--- config.mk ---
export PLATFORM = sky130hd
export DESIGN_NAME = hub_pair_arbiter
export DESIGN_NICKNAME = d
export VERILOG_FILES = /design/src/rtl/hub_pair_pkg.sv /design/src/rtl/hub_slot_sequencer.sv /design/src/rtl/hub_pair_decode.sv /design/src/rtl/hub_grant_resolve.sv /design/src/rtl/hub_pair_arbiter.sv
export SDC_FILE = /design/constraint.sdc
export NUM_CORES = 1
export LEC_CHECK = 0
export ABC_AREA = 0
export ABC_CLOCK_PERIOD_IN_PS = 2150
export BUFFER_PORTS_ARGS = -buffer_cell sky130_fd_sc_hd__buf_2
export CORE_ASPECT_RATIO = 2
export CORE_MARGIN = 2
export CORE_UTILIZATION = 45
export DETAILED_ROUTE_END_ITERATION = 8
export HOLD_SLACK_MARGIN = 0.06
export PLACE_DENSITY_LB_ADDON = 0.1
export SLEW_MARGIN = 20
export SYNTH_ARGS = -nofsm -noshare
export SYNTH_HDL_FRONTEND = slang
export SYNTH_HIERARCHICAL = 1
export SYNTH_SLANG_ARGS = --single-unit
--- constraint.sdc ---
create_clock -name clk -period 2.15 [get_ports clk]
set_input_delay 0.215 -clock clk [delete_from_list [all_inputs] [get_ports clk]]
set_output_delay 0.215 -clock clk [all_outputs]
set_load 0.01 [all_outputs]
--- src/rtl/hub_pair_pkg.sv ---
// Shared encodings for the paired-core hub slot arbiter.
// Assumes the two-bit mode and mooch-select field widths used at the top.
package hub_pair_pkg;

    typedef enum logic [1:0] {
        PM_SOLO     = 2'b00,  // each core owns only its own slot
        PM_LEND     = 2'b01,  // lower core takes both slots, upper gets none
        PM_LEAD     = 2'b10,  // lower core first on both, upper as fallback
        PM_OWNFIRST = 2'b11   // each first on own slot, partner as fallback
    } pair_mode_e;

    typedef enum logic [1:0] {
        MO_OFF   = 2'b00,
        MO_ALL   = 2'b01,     // one moocher for every free slot
        MO_SPLIT = 2'b10,     // even/odd slots go to two moochers
        MO_NONE  = 2'b11      // reserved, behaves as off
    } mooch_sel_e;

endpackage

--- src/rtl/hub_slot_sequencer.sv ---
// Slot counter and rotation-aligned configuration latch.
// Assumes the core count is a power of two, so the counter wraps by itself.
// Configuration is captured when the last slot is being decoded and holds
// for one whole rotation.
module hub_slot_sequencer #(
    parameter int NUM_PAIRS = 8,
    parameter int ID_W      = $clog2(2 * NUM_PAIRS)
) (
    input  logic                   clk,
    input  logic                   rst_n,
    input  logic [2*NUM_PAIRS-1:0] cfg_mode,
    input  logic [1:0]             cfg_mooch,
    input  logic [ID_W-1:0]        cfg_even_id,
    input  logic [ID_W-1:0]        cfg_odd_id,
    output logic [ID_W-1:0]        slot_cnt,
    output logic [2*NUM_PAIRS-1:0] act_mode,
    output logic [1:0]             act_mooch,
    output logic [ID_W-1:0]        act_even_id,
    output logic [ID_W-1:0]        act_odd_id
);
    localparam logic [ID_W-1:0] LAST_SLOT = ID_W'(2 * NUM_PAIRS - 1);

    // Advance the slot number by one every clock.
    always_ff @(posedge clk) begin
        if (!rst_n) slot_cnt <= '0;
        else        slot_cnt <= slot_cnt + 1'b1;
    end

    // Capture the configuration only at the rotation boundary.
    always_ff @(posedge clk) begin
        if (!rst_n) begin
            act_mode    <= '0;
            act_mooch   <= 2'b00;
            act_even_id <= '0;
            act_odd_id  <= '0;
        end else if (slot_cnt == LAST_SLOT) begin
            act_mode    <= cfg_mode;
            act_mooch   <= cfg_mooch;
            act_even_id <= cfg_even_id;
            act_odd_id  <= cfg_odd_id;
        end
    end

    // configuration only moves at the end of a rotation
    p_cfg_hold_r10: assert property (@(posedge clk) disable iff (!rst_n)
        (slot_cnt != LAST_SLOT) |=> ($stable(act_mode) && $stable(act_mooch)
                                     && $stable(act_even_id) && $stable(act_odd_id)));

endmodule

--- src/rtl/hub_pair_decode.sv ---
// Decode stage: one clock ahead of the grant, turns the slot number into a
// primary core (top bit gated for donating upper cores), an optional partner
// fallback and an optional moocher. Assumes the pair count is a power of two.
module hub_pair_decode
    import hub_pair_pkg::*;
#(
    parameter int NUM_PAIRS = 8,
    parameter int ID_W      = $clog2(2 * NUM_PAIRS)
) (
    input  logic                   clk,
    input  logic                   rst_n,
    input  logic [ID_W-1:0]        slot_cnt,
    input  logic [2*NUM_PAIRS-1:0] act_mode,
    input  logic [1:0]             act_mooch,
    input  logic [ID_W-1:0]        act_even_id,
    input  logic [ID_W-1:0]        act_odd_id,
    output logic                   s1_vld,
    output logic [ID_W-2:0]        s1_pair,
    output logic [1:0]             s1_mode,
    output logic [ID_W-1:0]        s1_prim,
    output logic                   s1_sec_vld,
    output logic [ID_W-1:0]        s1_sec,
    output logic                   s1_mooch_vld,
    output logic [ID_W-1:0]        s1_mooch_id
);
    localparam int PW = ID_W - 1;

    logic [NUM_PAIRS-1:0] donate;
    logic [PW-1:0]        pair_idx;
    logic [1:0]           mode_now;
    logic [ID_W-1:0]      prim_d;
    logic                 sec_vld_d;
    logic [ID_W-1:0]      sec_d;
    logic                 mooch_vld_d;
    logic [ID_W-1:0]      mooch_id_d;

    // Per pair: does the upper core hand its slot to the lower one.
    genvar g;
    generate
        for (g = 0; g < NUM_PAIRS; g++) begin : g_donate
            assign donate[g] = (act_mode[2*g +: 2] == PM_LEND) ||
                               (act_mode[2*g +: 2] == PM_LEAD);
        end
    endgenerate

    assign pair_idx = slot_cnt[PW-1:0];
    assign mode_now = act_mode[{pair_idx, 1'b0} +: 2];

    // Primary via top-bit gating; fallback partner chosen by mode.
    always_comb begin
        prim_d    = {slot_cnt[ID_W-1] & ~donate[pair_idx], pair_idx};
        sec_vld_d = 1'b0;
        sec_d     = '0;
        case (mode_now)
            PM_LEAD: begin
                sec_vld_d = 1'b1;
                sec_d     = {1'b1, pair_idx};
            end
            PM_OWNFIRST: begin
                sec_vld_d = 1'b1;
                sec_d     = {~slot_cnt[ID_W-1], pair_idx};
            end
            default: ;
        endcase
    end

    // Moocher for this slot from the select code and the slot parity.
    always_comb begin
        mooch_vld_d = 1'b0;
        mooch_id_d  = '0;
        case (act_mooch)
            MO_ALL: begin
                mooch_vld_d = 1'b1;
                mooch_id_d  = act_even_id;
            end
            MO_SPLIT: begin
                mooch_vld_d = 1'b1;
                mooch_id_d  = slot_cnt[0] ? act_odd_id : act_even_id;
            end
            default: ;
        endcase
    end

    // Register the decoded slot for the grant stage.
    always_ff @(posedge clk) begin
        if (!rst_n) begin
            s1_vld       <= 1'b0;
            s1_pair      <= '0;
            s1_mode      <= 2'b00;
            s1_prim      <= '0;
            s1_sec_vld   <= 1'b0;
            s1_sec       <= '0;
            s1_mooch_vld <= 1'b0;
            s1_mooch_id  <= '0;
        end else begin
            s1_vld       <= 1'b1;
            s1_pair      <= pair_idx;
            s1_mode      <= mode_now;
            s1_prim      <= prim_d;
            s1_sec_vld   <= sec_vld_d;
            s1_sec       <= sec_d;
            s1_mooch_vld <= mooch_vld_d;
            s1_mooch_id  <= mooch_id_d;
        end
    end

    // primary and partner always lie inside the slot's own pair
    p_in_pair_r6: assert property (@(posedge clk) disable iff (!rst_n)
        s1_vld |-> (s1_prim[PW-1:0] == s1_pair) &&
                   (!s1_sec_vld || s1_sec[PW-1:0] == s1_pair));

endmodule

--- src/rtl/hub_grant_resolve.sv ---
// Grant stage: owner first, then partner, then moocher, else idle; result
// registered as a one-hot vector plus index. Eligibility is req AND run.
module hub_grant_resolve
    import hub_pair_pkg::*;
#(
    parameter int NUM_PAIRS = 8,
    parameter int ID_W      = $clog2(2 * NUM_PAIRS)
) (
    input  logic                   clk,
    input  logic                   rst_n,
    input  logic [2*NUM_PAIRS-1:0] elig,
    input  logic                   s1_vld,
    input  logic [ID_W-2:0]        s1_pair,
    input  logic [1:0]             s1_mode,
    input  logic [ID_W-1:0]        s1_prim,
    input  logic                   s1_sec_vld,
    input  logic [ID_W-1:0]        s1_sec,
    input  logic                   s1_mooch_vld,
    input  logic [ID_W-1:0]        s1_mooch_id,
    output logic [2*NUM_PAIRS-1:0] grant,
    output logic [ID_W-1:0]        grant_id
);
    localparam int NC = 2 * NUM_PAIRS;
    localparam int PW = ID_W - 1;

    logic                 hit;
    logic [ID_W-1:0]      pick;
    logic [NC-1:0]        grant_d;

    // Walk the claim order for the decoded slot.
    always_comb begin
        hit  = 1'b0;
        pick = '0;
        if (s1_vld) begin
            if (elig[s1_prim]) begin
                hit  = 1'b1;
                pick = s1_prim;
            end else if (s1_sec_vld && elig[s1_sec]) begin
                hit  = 1'b1;
                pick = s1_sec;
            end else if (s1_mooch_vld && elig[s1_mooch_id]) begin
                hit  = 1'b1;
                pick = s1_mooch_id;
            end
        end
    end

    genvar i;
    generate
        for (i = 0; i < NC; i++) begin : g_onehot
            assign grant_d[i] = hit && (pick == ID_W'(i));
        end
    endgenerate

    // Register grant vector and index.
    always_ff @(posedge clk) begin
        if (!rst_n) begin
            grant    <= '0;
            grant_id <= '0;
        end else begin
            grant    <= grant_d;
            grant_id <= hit ? pick : '0;
        end
    end

    // at most one grant, index agrees with it
    p_onehot_r12: assert property (@(posedge clk) disable iff (!rst_n)
        $onehot0(grant) && ((grant == '0) ? (grant_id == '0) : grant[grant_id]));

    // only an eligible core is ever granted
    p_eligible_r9: assert property (@(posedge clk) disable iff (!rst_n)
        1'b1 |=> ((grant & ~$past(elig)) == '0));

    // grant stays in the slot's pair or goes to that slot's moocher
    p_isolation_r6: assert property (@(posedge clk) disable iff (!rst_n)
        1'b1 |=> (grant == '0) || (grant_id[PW-1:0] == $past(s1_pair)) ||
                 ($past(s1_mooch_vld) && grant_id == $past(s1_mooch_id)));

    // an upper core in lend mode is granted only as a moocher
    p_lend_upper_r3: assert property (@(posedge clk) disable iff (!rst_n)
        1'b1 |=> !((grant != '0) && grant_id[ID_W-1] &&
                   ($past(s1_mode) == PM_LEND) &&
                   !($past(s1_mooch_vld) && grant_id == $past(s1_mooch_id))));

endmodule

--- src/rtl/hub_pair_arbiter.sv ---
// Top of the paired-core hub slot arbiter: counter and config latch, a
// one-clock-ahead pair decode, and the registered grant stage.
// Assumes NUM_PAIRS is a power of two; core i pairs with core i+NUM_PAIRS.
module hub_pair_arbiter #(
    parameter int NUM_PAIRS = 8,
    parameter int ID_W      = $clog2(2 * NUM_PAIRS)
) (
    input  logic                   clk,
    input  logic                   rst_n,
    input  logic [2*NUM_PAIRS-1:0] req,
    input  logic [2*NUM_PAIRS-1:0] run,
    input  logic [2*NUM_PAIRS-1:0] pair_mode,
    input  logic [1:0]             mooch_sel,
    input  logic [ID_W-1:0]        mooch_even_id,
    input  logic [ID_W-1:0]        mooch_odd_id,
    output logic [2*NUM_PAIRS-1:0] grant,
    output logic [ID_W-1:0]        grant_id
);
    logic [ID_W-1:0]        slot_cnt;
    logic [2*NUM_PAIRS-1:0] act_mode;
    logic [1:0]             act_mooch;
    logic [ID_W-1:0]        act_even_id;
    logic [ID_W-1:0]        act_odd_id;
    logic                   s1_vld;
    logic [ID_W-2:0]        s1_pair;
    logic [1:0]             s1_mode;
    logic [ID_W-1:0]        s1_prim;
    logic                   s1_sec_vld;
    logic [ID_W-1:0]        s1_sec;
    logic                   s1_mooch_vld;
    logic [ID_W-1:0]        s1_mooch_id;
    logic [2*NUM_PAIRS-1:0] elig;

    assign elig = req & run;

    hub_slot_sequencer #(.NUM_PAIRS(NUM_PAIRS), .ID_W(ID_W)) u_seq (
        .clk         (clk),
        .rst_n       (rst_n),
        .cfg_mode    (pair_mode),
        .cfg_mooch   (mooch_sel),
        .cfg_even_id (mooch_even_id),
        .cfg_odd_id  (mooch_odd_id),
        .slot_cnt    (slot_cnt),
        .act_mode    (act_mode),
        .act_mooch   (act_mooch),
        .act_even_id (act_even_id),
        .act_odd_id  (act_odd_id)
    );

    hub_pair_decode #(.NUM_PAIRS(NUM_PAIRS), .ID_W(ID_W)) u_dec (
        .clk          (clk),
        .rst_n        (rst_n),
        .slot_cnt     (slot_cnt),
        .act_mode     (act_mode),
        .act_mooch    (act_mooch),
        .act_even_id  (act_even_id),
        .act_odd_id   (act_odd_id),
        .s1_vld       (s1_vld),
        .s1_pair      (s1_pair),
        .s1_mode      (s1_mode),
        .s1_prim      (s1_prim),
        .s1_sec_vld   (s1_sec_vld),
        .s1_sec       (s1_sec),
        .s1_mooch_vld (s1_mooch_vld),
        .s1_mooch_id  (s1_mooch_id)
    );

    hub_grant_resolve #(.NUM_PAIRS(NUM_PAIRS), .ID_W(ID_W)) u_res (
        .clk          (clk),
        .rst_n        (rst_n),
        .elig         (elig),
        .s1_vld       (s1_vld),
        .s1_pair      (s1_pair),
        .s1_mode      (s1_mode),
        .s1_prim      (s1_prim),
        .s1_sec_vld   (s1_sec_vld),
        .s1_sec       (s1_sec),
        .s1_mooch_vld (s1_mooch_vld),
        .s1_mooch_id  (s1_mooch_id),
        .grant        (grant),
        .grant_id     (grant_id)
    );

endmodule

Word level (Yosys, flattened, before mapping). Cells that the tools add are included.

Add/subtract/negate cells: 1. Shifts and indexed selects: 1. Bitwise operators: 4. Reduce and logical (&&, ||, !) cells: 30. Muxes and demuxes: 22. $lt $le $gt $ge: 4. Equal/unequal tests: 36.

Operator list (number): $eq A4 B4 Y1 const B (9); $eq A2 B2 Y1 const B (11); $mux W4 (5); $eq A2 B1 Y1 const B (9); $logic_and A1 B1 Y1 (18); $and A16 B16 Y16 (1); $eq A4 B3 Y1 const B (4); $pmux W4 S2 (2); $shiftx A16 B5 Y2 (1); $lt A4 B5 Y1 const B (3); $bmux W1 S4 (3); $mux W1 (11); $eq A4 B2 Y1 const B (2); $logic_or A1 B1 Y1 (8); $add A4 B1 Y4 const B (1); $eq A4 B1 Y1 const B (1); $logic_not A4 Y1 (1); $lt A3 B4 Y1 const B (1); $reduce_or A2 Y1 (2); $bmux W1 S3 (1); $not A1 Y1 (2); $reduce_and A2 Y1 (1); $and A1 B1 Y1 (1).

Logic and storage cells: 111. Register bits after elaboration: 65. Output and inout bits: 20.

Longest topological paths before layout. Gate-level depths: netlist (run 1).

Word-level depth: 10. Mapped depth: 9. Depth with buffers taken out: 7.

Modules after synthesis. Netlist (run 1), hierarchy kept.

Modules (own cells, without submodules): hub_grant_resolve (sequential area each 400.4 um^2, cells an instance 108, area an instance 1287.5 um^2, times used 1); hub_slot_sequencer (sequential area each 600.6 um^2, cells an instance 127, area an instance 1221.2 um^2, times used 1); hub_pair_decode (sequential area each 320.3 um^2, cells an instance 70, area an instance 818.3 um^2, times used 1); hub_pair_arbiter (sequential area each 0.0 um^2, cells an instance 16, area an instance 100.1 um^2, times used 1).

Worst setup path after synthesis (run 1). OpenSTA, ideal clock, no wires.

Kind: register to register. Start: reg u_dec.s1_sec[0]. End: reg u_res.grant[0]. Data arrival time: 2141 ps. Slack: -135 ps. Cell stages (with the launch flop): 7. Setup time: 144 ps. Path through: dfxtp_1 buf_6 mux4_2 o221a_2 or4_4 o221ai_4 nor4_1.

Cells in the longest elaborated chain, start to end: 8.

RTL lines: from (decl) (RTL line hub_pair_decode.sv:22) `output logic [ID_W-1:0] s1_sec,`; from (signal assigned) (RTL line hub_pair_decode.sv:92) `s1_sec <= '0;`; from (signal assigned) (RTL line hub_pair_decode.sv:101) `s1_sec <= sec_d;`; $bmux W1 S4 (RTL line hub_grant_resolve.sv:38) `end else if (s1_sec_vld && elig[s1_sec]) begin`; $mux W1 (not written as such) (RTL line hub_grant_resolve.sv:38); $logic_and A1 B1 Y1 (RTL line hub_grant_resolve.sv:38); $mux W4 (RTL line hub_grant_resolve.sv:38); $mux W4 (RTL line hub_grant_resolve.sv:35) `if (elig[s1_prim]) begin`; $mux W4 (RTL line hub_grant_resolve.sv:34) `if (s1_vld) begin`; $logic_not A4 Y1 (RTL line hub_grant_resolve.sv:51) `assign grant_d[i] = hit && (pick == ID_W'(i));`; $logic_and A1 B1 Y1 * (RTL line hub_grant_resolve.sv:51); to (signal assigned) (RTL line hub_grant_resolve.sv:61) `grant <= grant_d;`; to (decl) (RTL line hub_grant_resolve.sv:20) `output logic [2*NUM_PAIRS-1:0] grant,`.

Mark *: on every way between the ends. The rest lies on a longest branch, timed or not. The select of a mux whose other input is x is not followed. A chain may end at the register's enable or synchronous reset.

Final worst setup path (run 1).
Start: reg u_dec.s1_sec[0]. End: reg u_res.grant[5].

Cells in the longest elaborated chain, start to end: 8.

RTL lines (RTL line): $bmux W1 S4 (hub_grant_resolve.sv:38); $mux W1 (not written as such) (hub_grant_resolve.sv:38); $logic_and A1 B1 Y1 (hub_grant_resolve.sv:38); $mux W4 (hub_grant_resolve.sv:38); $mux W4 (hub_grant_resolve.sv:35); $mux W4 (hub_grant_resolve.sv:34); $eq A4 B3 Y1 (hub_grant_resolve.sv:51); $logic_and A1 B1 Y1 * (hub_grant_resolve.sv:51).

Marks and branches as above.

==> flow_metrics.tcl, run 1 <==
set metrics [dict create \
    wl_mm 8.34 \
    diodes 0 \
    htree_levels 3 \
    core_region_area_mm2 0.00727 \
    gp_congestion 0.876 \
    violations "negative setup slack" \
    finalHoldViolations 0 \
    fin_nets 495 \
    min_path_type "input port to register" \
    ant_nets 0 \
    drt_iter0_drc 124 \
    synth_area_mm2 0.00339 \
    via_per_inst 5.27 \
    fin_area_mm2 0.00469 \
    die_area_mm2 0.00829 \
    p_comb_share_pct 10.7 \
    cts.sinks 65 \
    p_leak_nw 1.83 \
    clock_skew_ns 0.00403 \
    synth.yosys.warnings 6 \
    crit_buf_inv 2 \
    finalCriticalPeriod_ns 2.40 \
    syn_to_final_growth_pct 38.1 \
    grt_pass1_wl_mm 13.1 \
    dp_cells 497 \
    grt_start_max_net_pins 63 \
    gr-total-overflow 0 \
    cts_root_buf "clkbuf_16" \
    rsz0062_at_grt "yes" \
    fin_ws_ns -0.250 \
    die_w_um 65.4 \
    tns_ns -3.71 \
    wl_met3_um 293 \
    power.clock.fraction_pct 49.2 \
    cp.arrival_ns 2.63 \
    end_kind "register" \
    clock_latency_ns 0.33 \
    drive_above_1_share_pct 46.0 \
    avgSynthCellArea_um2 10.7 \
    drc 0 \
    dr.pass1.iters 4 \
    grt_antenna_before_repair 0 \
    clkSlewWorstSetupHoldPaths_ns 0.05 \
    cts_tree "done" \
    final_cells 529 \
    p_int_w 0.00237 \
    path_cells "mux4_2, o221a_1, buf_6, a211oi_4, o221ai_4, buf_12, nor4b_2" \
    path_delay_family "compound AO/OA/AOI/OAI gates" \
    cp_data_required_time_ns 2.38 \
    wl_met2_mm 4.91 \
    grt_pass1_vias 2937 \
    fp-row-count 44 \
    boundaryPins 80 \
    portBuffers 79 \
    syn_inst 318 \
    power_density_mw_per_mm2 656 \
    multi_input_area_mm2 0.00212 \
    worst_path_largest_cell_delay_ns 0.57 \
    dp_hpwl_mm 5.87 \
    startpoint_type "register" \
    start_util_pct 46.7 \
    p_sw_w 0.000706 \
    slew_violations 0 \
    power_w 0.00307 \
    track_usage_pct 20.8 \
    die_h_um 127 \
    slowest_stage "mux4_2" \
    critical_path_class "register to register" \
    cp_max_fo 8 \
    maxCapViolCount 0 \
    num_vias 2786 \
    placed_area_mm2 0.00396 \
    cts_buffers 9 \
    finalCritPeriodShare_pct 112 \
    tightest_slew_ns 0.557 \
    status "complete, but fails checks" \
    highest_layer "met4" \
    clockBufferDepth 2 \
    wl_per_cell_um 15.8 \
    regArea_mm2 0.00131 \
    slew_headroom_pct 62.8 \
    setup_violations 19 \
    wl_met1_mm 2.76 \
    fillCellCount 631 \
    synth_nets 381 \
    pwr-share-seq_pct 40.1 \
    switching_share_pct 23.0 \
    ir_drop_v 0.000562 \
    place_ws_ns -0.322 \
    fmaxAchievable_mhz 417 \
]
## cell type report
class / instances / share of cell area, %
inverters: 11 / 0.881
clock inverters: 4 / 1.07
well taps: 92 / 2.46
multi-input cells: 224 / 45.3
repair buffers: 121 / 16.6
clock buffers: 12 / 5.69
flip-flops and latches: 65 / 28.0
## power groups by stage
stage	registers [W]	logic [W]	clock network, W
global route	0.00123	0.000355	0.00162
global placement	0.00126	0.000266	0
detailed placement	0.00126	0.000270	0
floorplan	0.00125	0.000171	0
finish	0.00123	0.000329	0.00151
CTS	0.00123	0.000303	0.00154
## routing by layer
| metal | up-vias | track usage [%] |
|---|---|---|
| met4 | 0 | 13.6 |
| met1 | 1309 | 18.0 |
| met3 | 23 | 5.32 |
| li1 | 1388 | - |
| met2 | 66 | 39.6 |
| met5 | - | 0 |
## worst paths after layout
| kind | startpoint | end | slack (ns) | cells after the start |
|---|---|---|---|---|
| worst min-delay path | mooch_sel[0] | u_seq/act_mooch[0] | 0.13 | 3 |
| worst max-delay path | u_dec/s1_sec[0] | u_res/grant[5] | -0.25 | 7 |
| worst min register to register | u_seq/act_odd_id[3] | u_seq/act_odd_id[3] | 0.46 | 2 |
| worst max register to register | u_dec/s1_sec[0] | u_res/grant[5] | -0.25 | 7 |
## registers in the layout, summed over array words and instances, names as in the netlist, 4 cells and up
register and count:
u_dec/s1_sec 4, u_res/grant 16, u_dec/s1_mooch_id 4, u_res/grant_id 4
u_seq/slot_cnt 4, u_seq/act_even_id 4, u_seq/act_odd_id 4, u_seq/act_mode 16
## tightest hold or removal path, stage by stage
cell and delay (ns):
buf_2 0.09, nand2_1 0.04, mux2i_1 0.05
## cells in the final DEF (no fill, tap or decap), types with 10 or more instances in the layout
master and instances:
mux4_2 10, mux2i_1 34, buf_4 33, buf_2 79
inv_1 11, nor2_1 14, nand2_1 55, dfxtp_1 62
and2_1 21
## metrics by stage
stage	hold WS, ns	util (%)
3_3_place_gp	0.442	54.5
5_1_grt	0.122	64.5
2_1_floorplan	0.243	-
3_5_place_dp	0.449	54.5
4_1_cts	0.114	61.8
6_report	0.125	64.5
## what timing repair did
action | 4_1_cts | 5_1_grt
hold buffers | 0 | 0
buffers inserted | 9 | 7
pin swaps | 17 | 6
setup endpoints to repair | 20 | 20
gates resized for setup | 27 | 21
cloned | 1 | 0
(Power assumes the default switching activity.)
==> run 2, diff against run 1 <==
--- a/config.mk
+++ b/config.mk
@@ -14,8 +14,7 @@
 export DETAILED_ROUTE_END_ITERATION = 8
 export HOLD_SLACK_MARGIN = 0.06
-export PLACE_DENSITY_LB_ADDON = 0.1
+export PLACE_DENSITY = 0.72
 export SLEW_MARGIN = 20
 export SYNTH_ARGS = -nofsm -noshare
 export SYNTH_HDL_FRONTEND = slang
-export SYNTH_HIERARCHICAL = 1
 export SYNTH_SLANG_ARGS = --single-unit
==> constraint.sdc (replaced) <==
create_clock -name clk -period 2.15 [get_ports clk]
set_input_delay 0.215 -clock clk [delete_from_list [all_inputs] [get_ports clk]]
set_output_delay 0.215 -clock clk [all_outputs]
set_load 0.005 [all_outputs]
==> run 2 against run 1 <==
The run still ends with negative setup slack left. Global-route usage grew 3.8 points. Routed wire length grew 8.1%. Via count grew 11%. Sequential cell count is the same. Design area shrank 4.8%. Critical path depth is the same. Worst hold slack lost 0.0028 ns. Combinational power shrank 11%. Sequential share of layout area grew 1.6 points.
==> flow_metrics.tcl, run 2 <==
set metrics [dict create \
    maxCapViolCount 0 \
    final_cells 549 \
    drt_iter0_drc 176 \
    endpoint "u_res.grant[4]" \
    hold_buffers 0 \
    crit_start "u_dec.s1_mooch_id[0]" \
    cp.arrival_ns 2.70 \
    startpoint_type "register" \
    fmaxAchievable_mhz 410 \
    rrSetupSlack_ns -0.29 \
    fin_nets 519 \
    synth_cell_types 50 \
    finalCritPeriodShare_pct 113 \
    grt_pass1_wl_mm 14.0 \
    dr.pass1.iters 4 \
    path_depth 7 \
    avgSynthCellArea_um2 9.23 \
    tightest_slew_ns 0.511 \
    cts_buffers 9 \
    boundaryPins 80 \
    syn_inst 336 \
    timing.rr.end "u_res.grant[4]" \
    die_h_um 121 \
    setup_violations 18 \
    rr_worst_depth 7 \
    die_w_um 62.7 \
    top_regs "u_res.grant (16), u_seq.act_mode (16)" \
    end_kind "register" \
    drc 0 \
    syn_to_final_growth_pct 43.8 \
    synth_edf_count 0 \
    min_path_type "input port to register" \
    htree_levels 3 \
    synth_commonest_cells "nand2_1 (73), dfxtp_1 (65), a21boi_0 (27)" \
    seq_area_frac_synth_pct 42.0 \
    start_util_pct 46.8 \
    p_comb_share_pct 10.0 \
    ir_drop_v 0.000527 \
    cp_max_fo 6 \
    synthDominantCellAreaShare_pct 42.0 \
    synth.yosys.warnings 0 \
    dp_hpwl_mm 6.46 \
    via_per_inst 5.63 \
    crit_buf_inv 1 \
    final_common_cell "buf_2" \
    placed_area_mm2 0.00389 \
    num_vias 3089 \
    power.clock.fraction_pct 47.8 \
    core_region_area_mm2 0.00662 \
    clockBufferDepth 2 \
    finalHoldViolations 0 \
    cts.sinks 65 \
    portBuffers 79 \
    power_density_mw_per_mm2 656 \
    ys_async_sr_fraction_pct 0 \
    wl_per_cell_um 16.4 \
    slew_headroom_pct 65.9 \
    hold_depth 3 \
    pwr-share-seq_pct 42.2 \
    track_usage_pct 24.6 \
    synthFlopType "dfxtp_1" \
    clock_latency_ns 0.33 \
    yosys.area.top_type "dfxtp_1" \
    yosysMostFrequentCell "nand2_1" \
    grt_antenna_before_repair 0 \
    status "complete, but fails checks" \
    rsz0062_at_grt "yes" \
    fillCellCount 555 \
    wl_mm 9.01 \
    p_sw_w 0.000687 \
    clock_skew_ns 0.00492 \
    p_leak_nw 1.74 \
    violations "negative setup slack" \
    switching_share_pct 23.5 \
    slew_violations 0 \
    worst_path_largest_cell_delay_ns 0.53 \
    gr-total-overflow 0 \
    worst_hold_slack_ns 0.122 \
    synth_area_mm2 0.00310 \
    dp_cells 526 \
    path_cells "buf_6, o311ai_2, o31ai_1, or3b_4, o311a_1, or4_4, nor3_2" \
    cts_root_buf "clkbuf_16" \
    finalCriticalPeriod_ns 2.44 \
    gp_congestion 0.913 \
    slowest_stage "or4_4" \
    final_cell_mix "buf_2 (79), nand2_1 (72), dfxtp_1 (59)" \
    cp_data_required_time_ns 2.41 \
    die_area_mm2 0.00761 \
    synth_seq_cells 65 \
    ant_nets 0 \
    fin_area_mm2 0.00446 \
    synth.area.top_cells "dfxtp_1 (42%), mux4_2 (9.4%), nand2_1 (8.8%), a21boi_0 (6.5%), nor3_1 (2.7%)" \
    p_int_w 0.00224 \
    drive_above_1_share_pct 45.3 \
    fin_ws_ns -0.290 \
    tns_ns -3.49 \
    grt_start_max_net_pins 38 \
    fp-row-count 42 \
    critical_path_class "register to register" \
    timing.rr.start "u_dec.s1_mooch_id[0]" \
    clkSlewWorstSetupHoldPaths_ns 0.05 \
    path_delay_family "simple AND/OR/NAND/NOR gates" \
    cts_tree "done" \
    diodes 0 \
    grt_pass1_vias 3219 \
    synth_nets 399 \
]
==> run 2: worst reg2reg max path, cell delays in order (launching register included) <==
cell and delay [ns]:
dfxtp_4 0.36, buf_6 0.13, o311ai_2 0.34, o31ai_1 0.13, or3b_4 0.42, o311a_1 0.33, or4_4 0.54, nor3_2 0.12
==> run 2: cells by family (layout without fill, tap and decap cells) <==
| kind of cell | count (synthesis) | in the layout | share of synthesized area, % |
|---|---|---|---|
| and+or+nand+nor | 141 | 141 | 22.2 |
| AOI/OAI and AO/OA | 73 | 74 | 17.6 |
| DFF | 65 | 65 | 42.0 |
| buffers and inverters | 29 | 153 | 4.07 |
| muxes | 15 | 15 | 10.1 |
| xor gates and xnor gates | 10 | 10 | 2.82 |
| adders and majority gates | 3 | 3 | 1.21 |
==> run 2: layer usage <==
| metal | GRT usage [%] | share of wire (%) |
|---|---|---|
| met5 | 0 | 0 |
| met4 | 21.4 | 6.8 |
| met3 | 7.05 | 5.2 |
| met2 | 48.7 | 58 |
| met1 | 17.8 | 30 |
==> run 2: area by class of cell <==
| class | count | area [um^2] | share of cell area, % |
|---|---|---|---|
| inverter | 11 | 41.3 | 0.926 |
| clock buffer | 13 | 270 | 6.06 |
| multi-input combinational | 243 | 1930 | 43.3 |
| timing repair buffer | 126 | 763 | 17.1 |
| clock inverter | 3 | 23.8 | 0.533 |
| tap | 88 | 110 | 2.47 |
| sequential | 65 | 1320 | 29.6 |
==> run 2: metrics by stage <==
stage,power [W],setup WS [ns],utilization (%)
after floorplan,0.00138,-0.116,-
after global placement,0.00151,-0.228,58.7
after detailed placement,0.00152,-0.267,58.7
after CTS,0.00292,-0.232,64.5
after global routing,0.00302,-0.403,67.3
final,0.00292,-0.290,67.3
==> run 2: how the worst min path moves through the flow <==
stage | endpoint | start | slack (ns)
CTS | u_seq.act_mode[5] | pair_mode[5] | 0.12
floorplan | u_dec.s1_vld | rst_n | 0.24
global placement | u_seq.act_odd_id[1] | u_seq.act_odd_id[1] | 0.45
detailed placement | u_seq.act_odd_id[1] | u_seq.act_odd_id[1] | 0.47
global route | u_seq.act_mooch[1] | mooch_sel[1] | 0.13
finish | u_seq.act_mode[6] | pair_mode[6] | 0.12
==> run 2: repair_timing <==
action | CTS | global route
setup buffers | 1 | 5
endpoints found under the hold margin | 0 | 0
endpoints found under the setup margin | 18 | 20
gates cloned | 1 | 0
resized for setup | 19 | 32
pin swaps | 5 | 8
==> run 2: power groups by stage <==
stage / Clock [W] / Combinational [W] / Sequential, W
detailed placement: 0 / 0.000255 / 0.00126
floorplan: 0 / 0.000134 / 0.00125
finish: 0.00140 / 0.000293 / 0.00123
CTS: 0.00141 / 0.000271 / 0.00124
global placement: 0 / 0.000251 / 0.00126
global route: 0.00148 / 0.000312 / 0.00124
==> run 3, diff against run 2 <==
ABC_CLOCK_PERIOD_IN_PS = 2300   (was 2150)
PLACE_DENSITY = 0.7   (was 0.72)
clock period = 2.3 ns   (was 2.15 ns; I/O delays follow)
==> run 3 against run 2 <==
The run still ends with negative setup slack left. Clock skew down 0.0018 ns. Utilization down 2.7 points. Global-route usage down 2.0 points. Sequential power down 6%. Clock-buffer cell count up 1. Cell count down 2.2%. Critical path type unchanged. Largest cell class unchanged. Highest routed layer unchanged.
==> flow_metrics.tcl, run 3 (synthesis gave the netlist of run 2 again) <==
set metrics [dict create \
    status "complete, but fails checks" \
    violations "negative setup slack" \
    rsz0062_at_grt "yes" \
    die_area_mm2 0.00761 \
    p_leak_nw 1.67 \
    track_usage_pct 22.6 \
    crit_start "u_dec.s1_mooch_id[0]" \
    slew_headroom_pct 65.3 \
    path_cells "buf_6, nand4b_1, o311ai_4, o32a_2, or3b_4, o311a_1, or4_4, nor3_2" \
    grt_start_max_net_pins 38 \
    hold_start "pair_mode[8]" \
    portBuffers 79 \
    via_per_inst 5.51 \
    worst_hold_slack_ns 0.142 \
    gr-total-overflow 0 \
    clkSlewWorstSetupHoldPaths_ns 0.05 \
    rrSetupSlack_ns -0.16 \
    clock_skew_ns 0.00314 \
    drc 0 \
    slowest_stage "or4_4" \
    core_region_area_mm2 0.00662 \
    cts_tree "done" \
    grt_pass1_vias 3057 \
    grt_antenna_before_repair 0 \
    ant_nets 0 \
    cp.arrival_ns 2.71 \
    path_delay_family "simple AND/OR/NAND/NOR gates" \
    dp_hpwl_mm 6.15 \
    fin_nets 507 \
    syn_to_final_growth_pct 38.0 \
    startpoint_type "register" \
    slew_violations 0 \
    utilization_pct 64.7 \
    cp_max_fo 5 \
    wl_per_cell_um 15.7 \
    boundaryPins 80 \
    final_common_cell "buf_2" \
    final_cell_mix "buf_2 (79), nand2_1 (72), dfxtp_1 (60)" \
    die_h_um 121 \
    cts.sinks 65 \
    gp_congestion 0.983 \
    fmaxAchievable_mhz 407 \
    finalCritPeriodShare_pct 107 \
    fin_ws_ns -0.156 \
    grt_pass1_wl_mm 13.1 \
    fp-row-count 42 \
    min_path_type "input port to register" \
    diodes 0 \
    num_vias 2960 \
    cp_data_required_time_ns 2.56 \
    start_util_pct 46.8 \
    crit_buf_inv 1 \
    finalHoldViolations 0 \
    power_density_mw_per_mm2 639 \
    timing.rr.start "u_dec.s1_mooch_id[0]" \
    wl_mm 8.42 \
    worst_path_largest_cell_delay_ns 0.53 \
    tightest_slew_ns 0.520 \
    maxCapViolCount 0 \
    cts_root_buf "clkbuf_16" \
    ir_drop_v 0.000479 \
    clockBufferDepth 2 \
    die_w_um 62.7 \
    dr.pass1.iters 4 \
    clock_latency_ns 0.33 \
    critical_path_class "register to register" \
    drive_above_1_share_pct 40.5 \
    top_regs "u_res.grant (16), u_seq.act_mode (16)" \
    htree_levels 3 \
    setup_violations 14 \
    cts_buffers 9 \
    drt_iter0_drc 107 \
    end_kind "register" \
    finalCriticalPeriod_ns 2.46 \
]
## run 3: worst paths after layout
| check | endpoint | cells past startpoint |
|---|---|---|
| min | u_seq.act_mode[8] | 3 |
| max | u_res.grant[5] | 8 |
| min reg2reg | u_seq.act_odd_id[2] | 2 |
| max reg2reg | u_res.grant[5] | 8 |
## run 3: per-layer routing
metal	wire length [um]	share of wire (%)	up-vias	GRT usage [%]
met5	0	0	-	0
met4	656	7.8	0	18.1
met3	467	5.5	44	6.31
met2	4760	57	139	45.0
met1	2540	30	1354	16.9
li1	-	-	1423	-
## run 3: final cells by class
class	count	area, um^2
inverters	11	43.8
clock buffers	14	254
flip-flops and latches	65	1310
repair buffers	114	686
multi-input cells	243	1840
fillers	566	2340
well taps	88	110
clock inverters	2	37.5
## run 3: tightest hold or removal path, delay by kind of cell
kind / cells / cell delay [ns]
AOI/OAI and AO/OA: 1 / 0.06
and+or+nand+nor: 1 / 0.04
buffers and inverters: 1 / 0.09
## run 3: what timing repair did
| action | CTS | global route |
|---|---|---|
| setup buffers | 2 | 2 |
| pin swaps | 4 | 1 |
| hold buffers | 0 | 0 |
| endpoints found under the setup margin | 17 | 17 |
| resized for setup | 24 | 17 |
| cloned | 0 | 1 |
## run 3: power by group
part	total [W]	internal [W]	leakage, nW	switching [W]
clock	0.00133	0.000869	0.137	0.000462
combinational	0.000247	0.000125	1.00	0.000122
sequential	0.00116	0.00114	0.527	0.0000192
total	0.00274	0.00213	1.67	0.000603
## run 3: per-stage QoR
step,worst slack [ns],instances,setup TNS [ns],instance area [um^2],power [W]
floorplan,0.0200,336,0,3100,0.00128
global placement,-0.0841,516,-0.584,3770,0.00140
detailed placement,-0.140,516,-1.60,3770,0.00140
CTS,-0.103,534,-0.432,4180,0.00273
global route,-0.214,537,-2.05,4280,0.00281
finish,-0.156,537,-0.847,4280,0.00274
